$ cat src/rtl/dram_tt_pkg.sv
package dram_tt_pkg;

    typedef enum logic [1:0] {
        BK_IDLE    = 2'd0,
        BK_OPENING = 2'd1,
        BK_OPEN    = 2'd2,
        BK_CLOSING = 2'd3
    } bank_st_e;

    function automatic int max2(input int a, input int b);
        return (a > b) ? a : b;
    endfunction

endpackage

$ cat src/rtl/dram_tt_bus.sv
module dram_tt_bus #(
    parameter int T_RP = 11
) (
    input  logic clk,
    input  logic rst_n,
    input  logic load,
    output logic busy
);
    localparam int CNT_W = $clog2(T_RP + 1);
    localparam logic [CNT_W-1:0] LD_VAL = CNT_W'(T_RP);

    logic [CNT_W-1:0] cnt_q;

    always_ff @(posedge clk or negedge rst_n) begin
        if (!rst_n) begin
            cnt_q <= '0;
        end else if (load) begin
            cnt_q <= LD_VAL;
        end else if (cnt_q != '0) begin
            cnt_q <= cnt_q - 1'b1;
        end
    end

    assign busy = (cnt_q != '0);

    // a hold is only started when the bus is free
    p_load_when_free_r7: assert property (@(posedge clk) disable iff (!rst_n)
        load |-> !busy);

endmodule

$ cat src/rtl/dram_tt_report.sv
module dram_tt_report #(
    parameter int BANK_W = 2,
    parameter int BYTE_W = 16
) (
    input  logic              clk,
    input  logic              rst_n,
    input  logic              load,
    input  logic [BANK_W-1:0] load_bank,
    input  logic [BYTE_W-1:0] load_bytes,
    input  logic              out_ready,
    output logic              out_valid,
    output logic [BANK_W-1:0] out_bank,
    output logic [BYTE_W-1:0] out_bytes
);
    always_ff @(posedge clk or negedge rst_n) begin
        if (!rst_n) begin
            out_valid <= 1'b0;
            out_bank  <= '0;
            out_bytes <= '0;
        end else if (load) begin
            out_valid <= 1'b1;
            out_bank  <= load_bank;
            out_bytes <= load_bytes;
        end else if (out_ready) begin
            out_valid <= 1'b0;
        end
    end

    // a pending report is held unchanged until it is taken
    p_rpt_hold_r9: assert property (@(posedge clk) disable iff (!rst_n)
        (out_valid && !out_ready) |=>
            (out_valid && $stable(out_bank) && $stable(out_bytes)));

endmodule

$ cat src/rtl/dram_tt_bank.sv
module dram_tt_bank
    import dram_tt_pkg::*;
#(
    parameter int T_RCD       = 11,
    parameter int T_CL        = 11,
    parameter int T_RP        = 11,
    parameter int T_RAS       = 33,
    parameter int T_BURST     = 4,
    parameter int BURST_BYTES = 64,
    parameter int BYTE_W      = 16
) (
    input  logic              clk,
    input  logic              rst_n,
    input  logic              sel,
    input  logic              is_pre,
    input  logic              is_close,
    input  logic              row_hit,
    input  logic              is_write,
    output logic              can_issue,
    output logic              is_open,
    output logic              rpt_req,
    output logic [BYTE_W-1:0] rpt_val,
    output logic              bus_req
);
    localparam int CNT_W = $clog2(T_RP + T_RAS + T_RCD + T_CL + T_BURST + 2);
    localparam int CLOSE_HOLD = max2(T_RAS, T_RCD + T_CL) + T_RP;
    localparam logic [CNT_W-1:0] LD_OPEN  = CNT_W'(T_RCD + T_CL);
    localparam logic [CNT_W-1:0] LD_MISS  = CNT_W'(T_RP + T_RCD + T_CL);
    localparam logic [CNT_W-1:0] LD_CLOSE = CNT_W'(CLOSE_HOLD);
    localparam logic [CNT_W-1:0] LD_PRE   = CNT_W'(T_RP);
    localparam logic [CNT_W-1:0] LD_HIT   = CNT_W'(T_BURST);
    localparam logic [CNT_W-1:0] LD_RAS   = CNT_W'(T_RAS);
    localparam logic [CNT_W-1:0] LD_RASM  = CNT_W'(T_RP + T_RAS);
    localparam logic [BYTE_W-1:0] ONE_BURST = BYTE_W'(BURST_BYTES);

    bank_st_e          st_q, st_n;
    logic [CNT_W-1:0]  free_q, free_n;
    logic [CNT_W-1:0]  ras_q, ras_n;
    logic [BYTE_W-1:0] bytes_q, bytes_n;
    logic [BYTE_W:0]   bytes_sum;

    assign bytes_sum = {1'b0, bytes_q} + {1'b0, ONE_BURST};

    // state register
    always_ff @(posedge clk or negedge rst_n) begin
        if (!rst_n) begin
            st_q    <= BK_IDLE;
            free_q  <= '0;
            ras_q   <= '0;
            bytes_q <= '0;
        end else begin
            st_q    <= st_n;
            free_q  <= free_n;
            ras_q   <= ras_n;
            bytes_q <= bytes_n;
        end
    end

    // next state and timer loads
    always_comb begin
        st_n    = st_q;
        free_n  = (free_q != '0) ? free_q - 1'b1 : '0;
        ras_n   = (ras_q  != '0) ? ras_q  - 1'b1 : '0;
        bytes_n = bytes_q;
        unique case (st_q)
            BK_IDLE: begin
                if (sel && !is_pre) begin
                    if (is_close) begin
                        st_n   = BK_CLOSING;
                        free_n = LD_CLOSE;
                    end else begin
                        st_n    = BK_OPENING;
                        free_n  = LD_OPEN;
                        ras_n   = LD_RAS;
                        bytes_n = ONE_BURST;
                    end
                end
            end
            BK_OPENING: begin
                if (free_q == CNT_W'(1)) st_n = BK_OPEN;
            end
            BK_OPEN: begin
                if (sel) begin
                    if (is_pre) begin
                        st_n    = BK_CLOSING;
                        free_n  = LD_PRE;
                        bytes_n = '0;
                    end else if (row_hit) begin
                        free_n  = LD_HIT;
                        bytes_n = bytes_sum[BYTE_W] ? '1 : bytes_sum[BYTE_W-1:0];
                    end else begin
                        st_n    = BK_OPENING;
                        free_n  = LD_MISS;
                        ras_n   = LD_RASM;
                        bytes_n = ONE_BURST;
                    end
                end
            end
            BK_CLOSING: begin
                if (free_q == CNT_W'(1)) st_n = BK_IDLE;
            end
        endcase
    end

    // outputs
    always_comb begin
        can_issue = 1'b0;
        is_open   = 1'b0;
        rpt_req   = 1'b0;
        rpt_val   = ONE_BURST;
        bus_req   = 1'b0;
        unique case (st_q)
            BK_IDLE: begin
                can_issue = 1'b1;
                rpt_req   = sel && !is_pre && is_close;
            end
            BK_OPENING: begin
                is_open = 1'b1;
            end
            BK_OPEN: begin
                is_open = 1'b1;
                rpt_val = bytes_q;
                if (free_q == '0) begin
                    if (is_pre)        can_issue = (ras_q == '0);
                    else if (is_close) can_issue = 1'b0;
                    else               can_issue = row_hit || (ras_q == '0);
                end
                rpt_req = sel && (is_pre || !row_hit);
                bus_req = sel && !is_pre && !row_hit && is_write;
            end
            BK_CLOSING: begin
                can_issue = 1'b0;
            end
        endcase
    end

    // ---------------- checker: age since the last activate ----------------
    localparam logic [CNT_W-1:0] AGE_CAP = CNT_W'(T_RAS + T_RP);

    logic [CNT_W-1:0] act_dly_q;
    logic [CNT_W-1:0] age_q;
    logic             seen_q;
    logic             act_evt;

    assign act_evt = (sel && (st_q == BK_IDLE) && !is_pre) ||
                     (act_dly_q == CNT_W'(1));

    always_ff @(posedge clk or negedge rst_n) begin
        if (!rst_n) begin
            act_dly_q <= '0;
            age_q     <= '0;
            seen_q    <= 1'b0;
        end else begin
            if (sel && (st_q == BK_OPEN) && !is_pre && !row_hit)
                act_dly_q <= LD_PRE;
            else if (act_dly_q != '0)
                act_dly_q <= act_dly_q - 1'b1;
            if (act_evt) begin
                age_q  <= '0;
                seen_q <= 1'b1;
            end else if (age_q < AGE_CAP) begin
                age_q <= age_q + 1'b1;
            end
        end
    end

    // activates to one bank are spaced by row-open minimum plus precharge
    p_act_gap_r11: assert property (@(posedge clk) disable iff (!rst_n)
        (act_evt && seen_q) |-> (age_q == AGE_CAP));

    // a precharge never issues before the row-open minimum has passed
    p_pre_after_ras_r3: assert property (@(posedge clk) disable iff (!rst_n)
        (sel && is_pre && (st_q == BK_OPEN)) |-> (age_q >= LD_RAS));

    // a bank leaving precharge has covered both close bounds
    p_release_r6: assert property (@(posedge clk) disable iff (!rst_n)
        ((st_q == BK_CLOSING) && (free_q == CNT_W'(1))) |=> (age_q == AGE_CAP));

    // nothing issues to a bank that is still busy
    p_no_busy_issue_r2: assert property (@(posedge clk) disable iff (!rst_n)
        sel |-> (((st_q == BK_IDLE) || (st_q == BK_OPEN)) && (free_q == '0)));

endmodule

$ cat src/rtl/dram_bank_timing.sv
module dram_bank_timing #(
    parameter int NUM_BANKS   = 4,
    parameter int T_RCD       = 11,
    parameter int T_CL        = 11,
    parameter int T_RP        = 11,
    parameter int T_RAS       = 33,
    parameter int T_BURST     = 4,
    parameter int BURST_BYTES = 64,
    parameter int BYTE_W      = 16,
    localparam int BANK_W     = (NUM_BANKS > 1) ? $clog2(NUM_BANKS) : 1
) (
    input  logic                 clk,
    input  logic                 rst_n,
    input  logic                 req_valid,
    output logic                 req_ready,
    input  logic [BANK_W-1:0]    req_bank,
    input  logic                 req_precharge,
    input  logic                 req_close_page,
    input  logic                 req_row_hit,
    input  logic                 req_write,
    output logic                 rpt_valid,
    input  logic                 rpt_ready,
    output logic [BANK_W-1:0]    rpt_bank,
    output logic [BYTE_W-1:0]    rpt_bytes,
    output logic [NUM_BANKS-1:0] bank_open,
    output logic                 cmd_bus_busy
);
    logic [NUM_BANKS-1:0] can_vec;
    logic [NUM_BANKS-1:0] sel_vec;
    logic [NUM_BANKS-1:0] rpt_req_vec;
    logic [NUM_BANKS-1:0] bus_req_vec;
    logic [BYTE_W-1:0]    rpt_val_arr [NUM_BANKS];
    logic                 can_sel;
    logic                 accept;
    logic [BYTE_W-1:0]    rpt_in;

    always_comb begin
        can_sel = 1'b0;
        for (int b = 0; b < NUM_BANKS; b++)
            if (req_bank == BANK_W'(b)) can_sel = can_vec[b];
    end

    assign req_ready = can_sel && !cmd_bus_busy && (!rpt_valid || rpt_ready);
    assign accept    = req_valid && req_ready;

    always_comb begin
        sel_vec = '0;
        for (int b = 0; b < NUM_BANKS; b++)
            sel_vec[b] = accept && (req_bank == BANK_W'(b));
    end

    generate
        for (genvar g = 0; g < NUM_BANKS; g++) begin : g_bank
            dram_tt_bank #(
                .T_RCD(T_RCD), .T_CL(T_CL), .T_RP(T_RP), .T_RAS(T_RAS),
                .T_BURST(T_BURST), .BURST_BYTES(BURST_BYTES), .BYTE_W(BYTE_W)
            ) u_bank (
                .clk      (clk),
                .rst_n    (rst_n),
                .sel      (sel_vec[g]),
                .is_pre   (req_precharge),
                .is_close (req_close_page),
                .row_hit  (req_row_hit),
                .is_write (req_write),
                .can_issue(can_vec[g]),
                .is_open  (bank_open[g]),
                .rpt_req  (rpt_req_vec[g]),
                .rpt_val  (rpt_val_arr[g]),
                .bus_req  (bus_req_vec[g])
            );
        end
    endgenerate

    always_comb begin
        rpt_in = '0;
        for (int b = 0; b < NUM_BANKS; b++)
            if (rpt_req_vec[b]) rpt_in = rpt_val_arr[b];
    end

    dram_tt_report #(.BANK_W(BANK_W), .BYTE_W(BYTE_W)) u_report (
        .clk       (clk),
        .rst_n     (rst_n),
        .load      (|rpt_req_vec),
        .load_bank (req_bank),
        .load_bytes(rpt_in),
        .out_ready (rpt_ready),
        .out_valid (rpt_valid),
        .out_bank  (rpt_bank),
        .out_bytes (rpt_bytes)
    );

    dram_tt_bus #(.T_RP(T_RP)) u_bus (
        .clk  (clk),
        .rst_n(rst_n),
        .load (|bus_req_vec),
        .busy (cmd_bus_busy)
    );

    // a held command bus blocks every bank
    p_bus_blocks_r7: assert property (@(posedge clk) disable iff (!rst_n)
        cmd_bus_busy |-> !req_ready);

    // a stalled report blocks new commands
    p_rpt_blocks_r9: assert property (@(posedge clk) disable iff (!rst_n)
        (rpt_valid && !rpt_ready) |-> !req_ready);

endmodule

$ cat config.mk
export PLATFORM = sky130hd
export DESIGN_NAME = dram_bank_timing
export DESIGN_NICKNAME = d
export VERILOG_FILES = /design/src/rtl/dram_tt_pkg.sv /design/src/rtl/dram_tt_bus.sv /design/src/rtl/dram_tt_report.sv /design/src/rtl/dram_tt_bank.sv /design/src/rtl/dram_bank_timing.sv
export SDC_FILE = /design/constraint.sdc
export NUM_CORES = 1
export LEC_CHECK = 0
export ABC_AREA = 0
export ABC_CLOCK_PERIOD_IN_PS = 2600
export BUFFER_PORTS_ARGS = -buffer_cell sky130_fd_sc_hd__buf_4
export CAP_MARGIN = 25
export CORE_UTILIZATION = 58
export CTS_BUF_LIST = sky130_fd_sc_hd__clkbuf_4
export DETAILED_ROUTE_END_ITERATION = 7
export PLACE_DENSITY_LB_ADDON = 0.08
export SYNTH_ARGS = -nofsm -noshare
export SYNTH_HDL_FRONTEND = slang
export SYNTH_SLANG_ARGS = --single-unit
$ cat constraint.sdc
create_clock -name clk -period 2.6 [get_ports clk]
set_clock_uncertainty 0.05 [all_clocks]
set_input_delay 0.26 -clock clk [delete_from_list [all_inputs] [get_ports clk]]
set_output_delay 0.26 -clock clk [all_outputs]
set_load 0.02 [all_outputs]
# [Word level (Yosys, flattened, before mapping)]
# Index checks and enable logic that the tools add are counted.
[word_totals] elab_cells=294 out_inout_bits=25 regBits=151 in_bits=10
[op_classes] mux=139 n_addsub=13 n_reduce_logical=79 eq_ne=43
[ops] op="16-bit 2-to-1 mux" n=29
[ops] op="7-bit 2-to-1 mux" n=36
[ops] op="16-bit case mux with 2 select lines" n=4
[ops] op="7-bit case mux with 2 select lines" n=8
[ops] op="16-bit by 7-bit adder with 17-bit output (second input constant)" n=4
[ops] op="7-bit logical NOT" n=8
[ops] op="7-bit nonzero test" n=8
[ops] op="7-bit by 1-bit subtractor with 7-bit output (second input constant)" n=8
[ops] op="2-bit 2-to-1 mux" n=19
[ops] op="2-bit by 1-bit != test with 1-bit output (second input constant)" n=16
[ops] op="2-bit case mux with 4 select lines" n=4
[ops] op="7-bit by 1-bit equality test with 1-bit output (second input constant)" n=4
[ops] op="1-bit logical AND" n=27
[ops] op="1-bit 2-to-1 mux" n=26
[ops] op="2-bit equality test (second input constant)" n=10
[ops] op="5-bit AND reduction" n=4
[ops] op="6-bit 2-to-1 mux" n=3
[ops] op="1-bit case mux with 2 select lines" n=8
[ops] op="4-bit AND reduction" n=4
[ops] op="3-bit != test (second input constant)" n=4
[ops] op="2-bit nonzero test" n=6
[ops] op="2-bit by 1-bit equality test with 1-bit output (second input constant)" n=5
[ops] op="2-bit logical NOT" n=5
[ops] op="4-bit 2-to-1 mux" n=2
[ops] op="other kinds (7)" n=22

# [Logic depth before layout (Yosys ltp)]
[logic_depth] depth_word=21 depth_mapped=12 ltp_nobuf=9

# [Hierarchy]
# Synthesis repeated with hierarchy kept, for this count alone.
[hier_totals] hier_cells=970 hier_area_um2=8777.2
[by_module_without_submodules] module="dram_tt_bank (g_bank[0].u_bank ...)" seq_area_each_um2=675.6 cells_each=200 n_inst=2 area_each_um2=1776.7
[by_module_without_submodules] module="dram_tt_bank (g_bank[3].u_bank)" seq_area_each_um2=675.6 cells_each=210 n_inst=1 area_each_um2=1873.0
[by_module_without_submodules] module="dram_tt_bank (g_bank[2].u_bank)" seq_area_each_um2=675.6 cells_each=204 n_inst=1 area_each_um2=1798.0
[by_module_without_submodules] module="dram_tt_report" seq_area_each_um2=475.5 cells_each=41 n_inst=1 area_each_um2=755.7
[by_module_without_submodules] module="dram_bank_timing" seq_area_each_um2=0.0 cells_each=92 n_inst=1 area_each_um2=575.6
[by_module_without_submodules] module="dram_tt_bus" seq_area_each_um2=100.1 cells_each=23 n_inst=1 area_each_um2=221.5

# [Worst setup path before layout]
# Ideal clock, no wire load.
[synth_timing] kind="register -> register" start="register g_bank[2].u_bank.free_q[0]" end="register u_report.out_bytes[11]" required_ps=2424 arrival_time_ps=2356 setup_time_ps=126 setup_slack_ps=68 synth_period_minus_slack_ps=2532 n_path_buf=1 path_stages_with_launch=11 cell_sequence="dfrtp_1 -> inv_1 -> ha_1 -> nor3b_1 -> nand4_1 -> o211ai_2 -> nand2_2 -> nor2_4 -> a21oi_2 -> buf_6 -> a221o_1"
[synth_between] elab_chain_cells=16 elab_cells_between_ends=33 cone_classes="mux: 12; reduce/logical: 21"
[synth_lines] element="start: declaration" line_no="dram_tt_bank.sv:37" text="logic [CNT_W-1:0] free_q, free_n;"
[synth_lines] element="start signal: assignment" line_no="dram_tt_bank.sv:53" text="free_q <= free_n;"
[synth_lines] element="7-bit logical NOT (*)" line_no="dram_tt_bank.sv:123" text="if (free_q == '0) begin"
[synth_lines] element="1-bit 2-to-1 mux (*)" line_no="dram_tt_bank.sv:123"
[synth_lines] element="1-bit case mux with 2 select lines (*)" line_no="dram_tt_bank.sv:112" text="unique case (st_q)"
[synth_lines] element="1-bit 2-to-1 mux (*) (2 in a row)" line_no="dram_bank_timing.sv:40" text="if (req_bank == BANK_W'(b)) can_sel = can_vec[b];"
[synth_lines] element="1-bit logical AND (*) (2 in a row)" line_no="dram_bank_timing.sv:43" text="assign req_ready = can_sel && !cmd_bus_busy && (!rpt_valid || rpt_ready);"
[synth_lines] element="named net req_ready" line_no="dram_bank_timing.sv:15" text="output logic req_ready,"
[synth_lines] element="1-bit logical AND (*)" line_no="dram_bank_timing.sv:44" text="assign accept = req_valid && req_ready;"
[synth_lines] element="1-bit logical AND" line_no="dram_bank_timing.sv:49" text="sel_vec[b] = accept && (req_bank == BANK_W'(b));"
[synth_lines] element="1-bit logical AND (2 in a row)" line_no="dram_tt_bank.sv:115" text="rpt_req = sel && !is_pre && is_close;"
[synth_lines] element="1-bit case mux with 2 select lines" line_no="dram_tt_bank.sv:112"
[synth_lines] element="16-bit 2-to-1 mux (4 in a row)" line_no="dram_bank_timing.sv:77" text="if (rpt_req_vec[b]) rpt_in = rpt_val_arr[b];"
[synth_lines] element="end signal: assignment" line_no="dram_tt_report.sv:23" text="out_bytes <= load_bytes;"
[synth_lines] element="end: declaration" line_no="dram_tt_report.sv:13" text="output logic [BYTE_W-1:0] out_bytes"
# Mark *: on every way through the listed nets, which the timed path passes. The rest lies on a longest branch.
# A chain may end at the register's enable or synchronous reset.

# [Worst setup path in the final report]
[layout_timing] start="register g_bank[1].u_bank.ras_q[1]" end="output port req_ready"
[layout_between] elab_chain_cells=11
[layout_lines] element="start: declaration" line_no="dram_tt_bank.sv:38" text="logic [CNT_W-1:0] ras_q, ras_n;"
[layout_lines] element="start signal: assignment" line_no="dram_tt_bank.sv:54" text="ras_q <= ras_n;"
[layout_lines] element="7-bit logical NOT (*)" line_no="dram_tt_bank.sv:124, dram_tt_bank.sv:126"
[layout_lines] element="1-bit logical OR" line_no="dram_tt_bank.sv:126" text="else can_issue = row_hit || (ras_q == '0);"
[layout_lines] element="1-bit 2-to-1 mux" line_no="dram_tt_bank.sv:125" text="else if (is_close) can_issue = 1'b0;"
[layout_lines] element="1-bit 2-to-1 mux (*)" line_no="dram_tt_bank.sv:124" text="if (is_pre) can_issue = (ras_q == '0);"
[layout_lines] element="1-bit 2-to-1 mux (*)" line_no="dram_tt_bank.sv:123"
[layout_lines] element="1-bit case mux with 2 select lines (*)" line_no="dram_tt_bank.sv:112"
[layout_lines] element="1-bit 2-to-1 mux (*) (3 in a row)" line_no="dram_bank_timing.sv:40"
[layout_lines] element="1-bit logical AND (*) (2 in a row)" line_no="dram_bank_timing.sv:43"
[layout_lines] element="end: declaration" line_no="dram_bank_timing.sv:15"
# Every way passes the cells marked *; elsewhere a longest branch is shown, timed or not.

==> flow_summary.toml <==
[pwr]
p_switching_mw = 3.81
share_seq_of_total_power_pct = 33.9
switching_share_pct = 41.3
pwr-share-clk_pct = 16.8
p_int_mw = 5.40
power.static_leakage_nw = 4.25
ir_worst_vdd_mv = 0.587
relative_contribution_of_combinational_cells_to_total_power_pct = 49.2
total_power_consumption_mw = 9.21
power_per_standard_cell_area_nw_per_um2 = 941

[floorplan]
core_region_um2 = 13300
dieArea_um2 = 14300
floorplan.die.width_um = 120
pin_count = 35
placement_rows = 42
initial_utilization_pct = 60.1
die-height_um = 120

[cts]
cts-buffers-inserted = 17
tritoncts = "built"
cts_htree_levels = 4
cell_at_the_root_of_the_clock_tree = "sky130_fd_sc_hd__clkbuf_4"
max_root_sink_buffers = 2
clk_latency_ps = 570
clkSlewWorstSetupHoldPaths_ps = 120
cts.sinks = 126

[critical_path]
timing.critical_path.fanout_max = 2
worst_path_max_delay_cell = "sky130_fd_sc_hd__dfrtp_1"
reg2reg_to = "g_bank[1].u_bank.st_q[1]$_DFFE_PN0P_"
slowest_delay_ps = 410
timing.rr.start = "g_bank[1].u_bank.ras_q[1]$_DFF_PN0_"
crit_top_cell = "sky130_fd_sc_hd__buf_6"
critical_path.cell_chain = "inv_2 -> ha_4 -> or3b_4 -> o41ai_4 -> a41o_1 -> nand2_2 -> nor2_4 -> buf_6 -> buf_6"
worst-path-buf-inv = 3
worst_case_reg_to_reg_path_depth = 10
timing.reg2reg.setup_slack_ps = -110
worst_ep_arrival_time_ps = 2540
criticalPathCategory = "register to output pin"
critical_path.endpoint_type = "output pin"
required_ps = 2290
top_delay_family_on_crit_path = "simple AND/OR/NAND/NOR gates"
worstSetupStartpointType = "register"

[synthesis]
syn_area_per_cell_um2 = 8.78
post_synth_num_cell_types = 71
postSynthNetCount = 958
ys_ff_latch = 126
postSynth.topFlopCell = "sky130_fd_sc_hd__dfrtp_1"
postSynthCellCount = 914
synth_warn = 0
synth-async-reset-ratio_pct = 100
netlist_area_um2 = 8030
synth_enable_flop_cells = 0
synth.yosys.seq_area_share_pct = 39.3

[min_path]
min_delay_path_depth = 3
timing.hold.worst_endpoint = "g_bank[3].u_bank.free_q[2]$_DFF_PN0_"
worstHoldPathType = "input pin to register"
worstHoldStart = "req_precharge"

[final_layout]
regArea_um2 = 3150
num-fill-cells = 985
flow.area_growth_from_synthesis_pct = 21.9
final_layout_size_suffix_gt1_share_pct = 24.1
number_of_nets_in_the_finished_design = 1065
multiInputGateArea_um2 = 4660

[sta]
timing.final.ws_setup_ps = -245
min_period_ps = 2850
finalSetupTns_ps = -1370
min_period_over_period_pct = 109
maxClockFrequency_mhz = 351
timing_hold_violations_final = 0
setup_viol = 21
max_slew.worst_pin.slew_ps = 757
rsz0062_at_grt = "true"
slew_headroom_pct = 49.2
final-max-slew-violation-count = 0

[routing]
detailroute.via_count = 7588
firstDrtPassIters = 5
drt.antenna.violating_nets = 0
detail_route.iter0.violations = 706
per_cell_via_count_in_the_routed_design = 6.27
drcViolationCount = 0
routed_wire_length_per_instance_um = 19.0
final_wl_um = 23000

[placed_design]
gpl.final_weighted_congestion = 0.914
place.detailed.hpwl_um = 15700
buffer_ports.inserted = 34

[global_routing]
grt_start_max_net_pins = 64
grt_util_all_layers_pct = 32.3
antenna_found_initial = 1
first_global_vias = 7291
total_global_routing_overflow = 0
first_pass_grt_wire_length_um = 36300

[run]
maxCapViolations = 0

[status]
violations = "setup timing"
status = "finished with violations"
==> power by group through the flow <==
stage / logic [mW] / registers (mW) / clock network [mW]
after floorplan: 2.84 / 3.04 / 0
after global placement: 3.81 / 3.08 / 0
after detailed placement: 3.92 / 3.12 / 0
after CTS: 4.30 / 3.09 / 1.55
after global routing: 4.95 / 3.20 / 1.63
final: 4.53 / 3.12 / 1.55
==> per-layer routing <==
metal  wire (um)  up-vias  share of wire, %  GRT usage, %
met5           0        -                 0             0
met4         562        0               2.4          10.9
met3        1300       53               5.6          6.08
met2       11300      255                49          53.5
met1        9890     3720                43          42.4
li1            -     3560                 -             -
==> worst max path at each step <==
stage,from,cells after the start,end
after detailed placement,g_bank[1].u_bank.ras_q[1]$_DFF_PN0_,11,g_bank[1].u_bank.ras_q[1]$_DFF_PN0_
after floorplan,g_bank[2].u_bank.free_q[0]$_DFF_PN0_,10,u_report.out_bytes[11]$_DFFE_PN0P_
final,g_bank[1].u_bank.ras_q[1]$_DFF_PN0_,9,req_ready
after global placement,u_bus.cnt_q[0]$_DFFE_PN0P_,8,u_report.out_bytes[9]$_DFFE_PN0P_
after global routing,g_bank[3].u_bank.ras_q[1]$_DFF_PN0_,10,req_ready
after CTS,g_bank[1].u_bank.ras_q[1]$_DFF_PN0_,9,req_ready
==> state kept, by name, indices dropped and copies added, names as in the netlist <==
name                   flops
g_bank.u_bank.bytes_q     44
g_bank.u_bank.free_q      28
g_bank.u_bank.ras_q       28
g_bank.u_bank.st_q         8
u_bus.cnt_q                4
u_report.out_bank          2
u_report.out_bytes        11
u_report.out_valid         1
==> layout make-up <==
class / count / area share, %
diodes: 1 / 0.0256
clock buffers: 19 / 1.46
clock inverters: 13 / 1.74
inverters: 41 / 1.57
multi-input cells: 686 / 47.6
flip-flops and latches: 126 / 32.2
well taps: 176 / 2.25
repair buffers: 149 / 13.2
==> cell families after synthesis <==
group / share of synthesized area, %
buf+inv: 6.23
simple gates: 21.6
flops: 39.3
xor+xnor: 3.27
compound gates: 23.2
mux: 1.17
fa+ha+maj: 5.30
==> synth_stat cells, drive strengths merged, types with 26 or more instances <==
| cell type | n | area (um^2) |
|---|---|---|
| inv | 41 | 154 |
| a21oi | 100 | 508 |
| dfrtp | 126 | 3150 |
| buf | 34 | 244 |
| nand3 | 33 | 165 |
| nor2 | 81 | 312 |
| ha | 34 | 425 |
| o21ai | 39 | 195 |
| clkbuf | 27 | 103 |
| nor3 | 32 | 195 |
| a31oi | 26 | 169 |
| nand2 | 85 | 324 |
==> repair_timing <==
action                                 in CTS  in global routing
endpoints found under the hold margin      48                  0
hold buffers                                5                  0
cloned                                      2                  3
setup buffers                              21                 17
resized for setup                          27                 53
setup endpoints to repair                  25                 88
pin swaps                                  12                 25
==> worst register-to-register path, delay by kind of cell (launching register included) <==
| kind | cells | cell delay [ps] |
|---|---|---|
| buffers and inverters | 2 | 240 |
| muxes | 1 | 230 |
| AOI/OAI and AO/OA | 3 | 810 |
| and+or+nand+nor | 3 | 740 |
| DFF | 1 | 410 |
| adders and majority gates | 1 | 130 |
==> cells in the final DEF (no fill, tap or decap), types with 6 or more instances in the layout <==
cell	count
sky130_fd_sc_hd__dfrtp_1	126
sky130_fd_sc_hd__buf_4	124
sky130_fd_sc_hd__a21oi_1	88
sky130_fd_sc_hd__nand2_1	82
sky130_fd_sc_hd__nor2_1	78
sky130_fd_sc_hd__o21ai_0	38
sky130_fd_sc_hd__inv_1	36
sky130_fd_sc_hd__nand3_1	31
sky130_fd_sc_hd__ha_1	30
sky130_fd_sc_hd__nor3_1	23
sky130_fd_sc_hd__a31oi_1	23
sky130_fd_sc_hd__xnor2_1	21
sky130_fd_sc_hd__nand4_1	21
sky130_fd_sc_hd__clkbuf_4	19
sky130_fd_sc_hd__and3_1	15
sky130_fd_sc_hd__o31ai_1	15
sky130_fd_sc_hd__o22a_1	13
sky130_fd_sc_hd__and2_1	12
sky130_fd_sc_hd__a41oi_1	10
sky130_fd_sc_hd__a21oi_2	10
sky130_fd_sc_hd__or3_1	9
sky130_fd_sc_hd__xor2_1	9
sky130_fd_sc_hd__o22ai_1	9
sky130_fd_sc_hd__a221o_1	9
sky130_fd_sc_hd__buf_6	9
sky130_fd_sc_hd__nor3_2	8
sky130_fd_sc_hd__nand2b_1	8
sky130_fd_sc_hd__nor2b_1	8
sky130_fd_sc_hd__buf_12	8
sky130_fd_sc_hd__o211ai_1	6
sky130_fd_sc_hd__mux2i_1	6
==> per-stage QoR <==
| step | cells | util, % | worst slack, ps | area, um^2 | hold slack [ps] |
|---|---|---|---|---|---|
| after global routing | 1211 | 73.3 | -360 | 9790 | 96.2 |
| after floorplan | 914 | - | 67.7 | 8030 | -85.6 |
| final | 1211 | 73.3 | -245 | 9790 | 105 |
| after global placement | 1132 | 65.5 | -10.2 | 8740 | 234 |
| after detailed placement | 1132 | 65.5 | -103 | 8740 | 248 |
| after CTS | 1192 | 70.9 | -178 | 9460 | 76.0 |
Power figures use the tool's default switching activity.
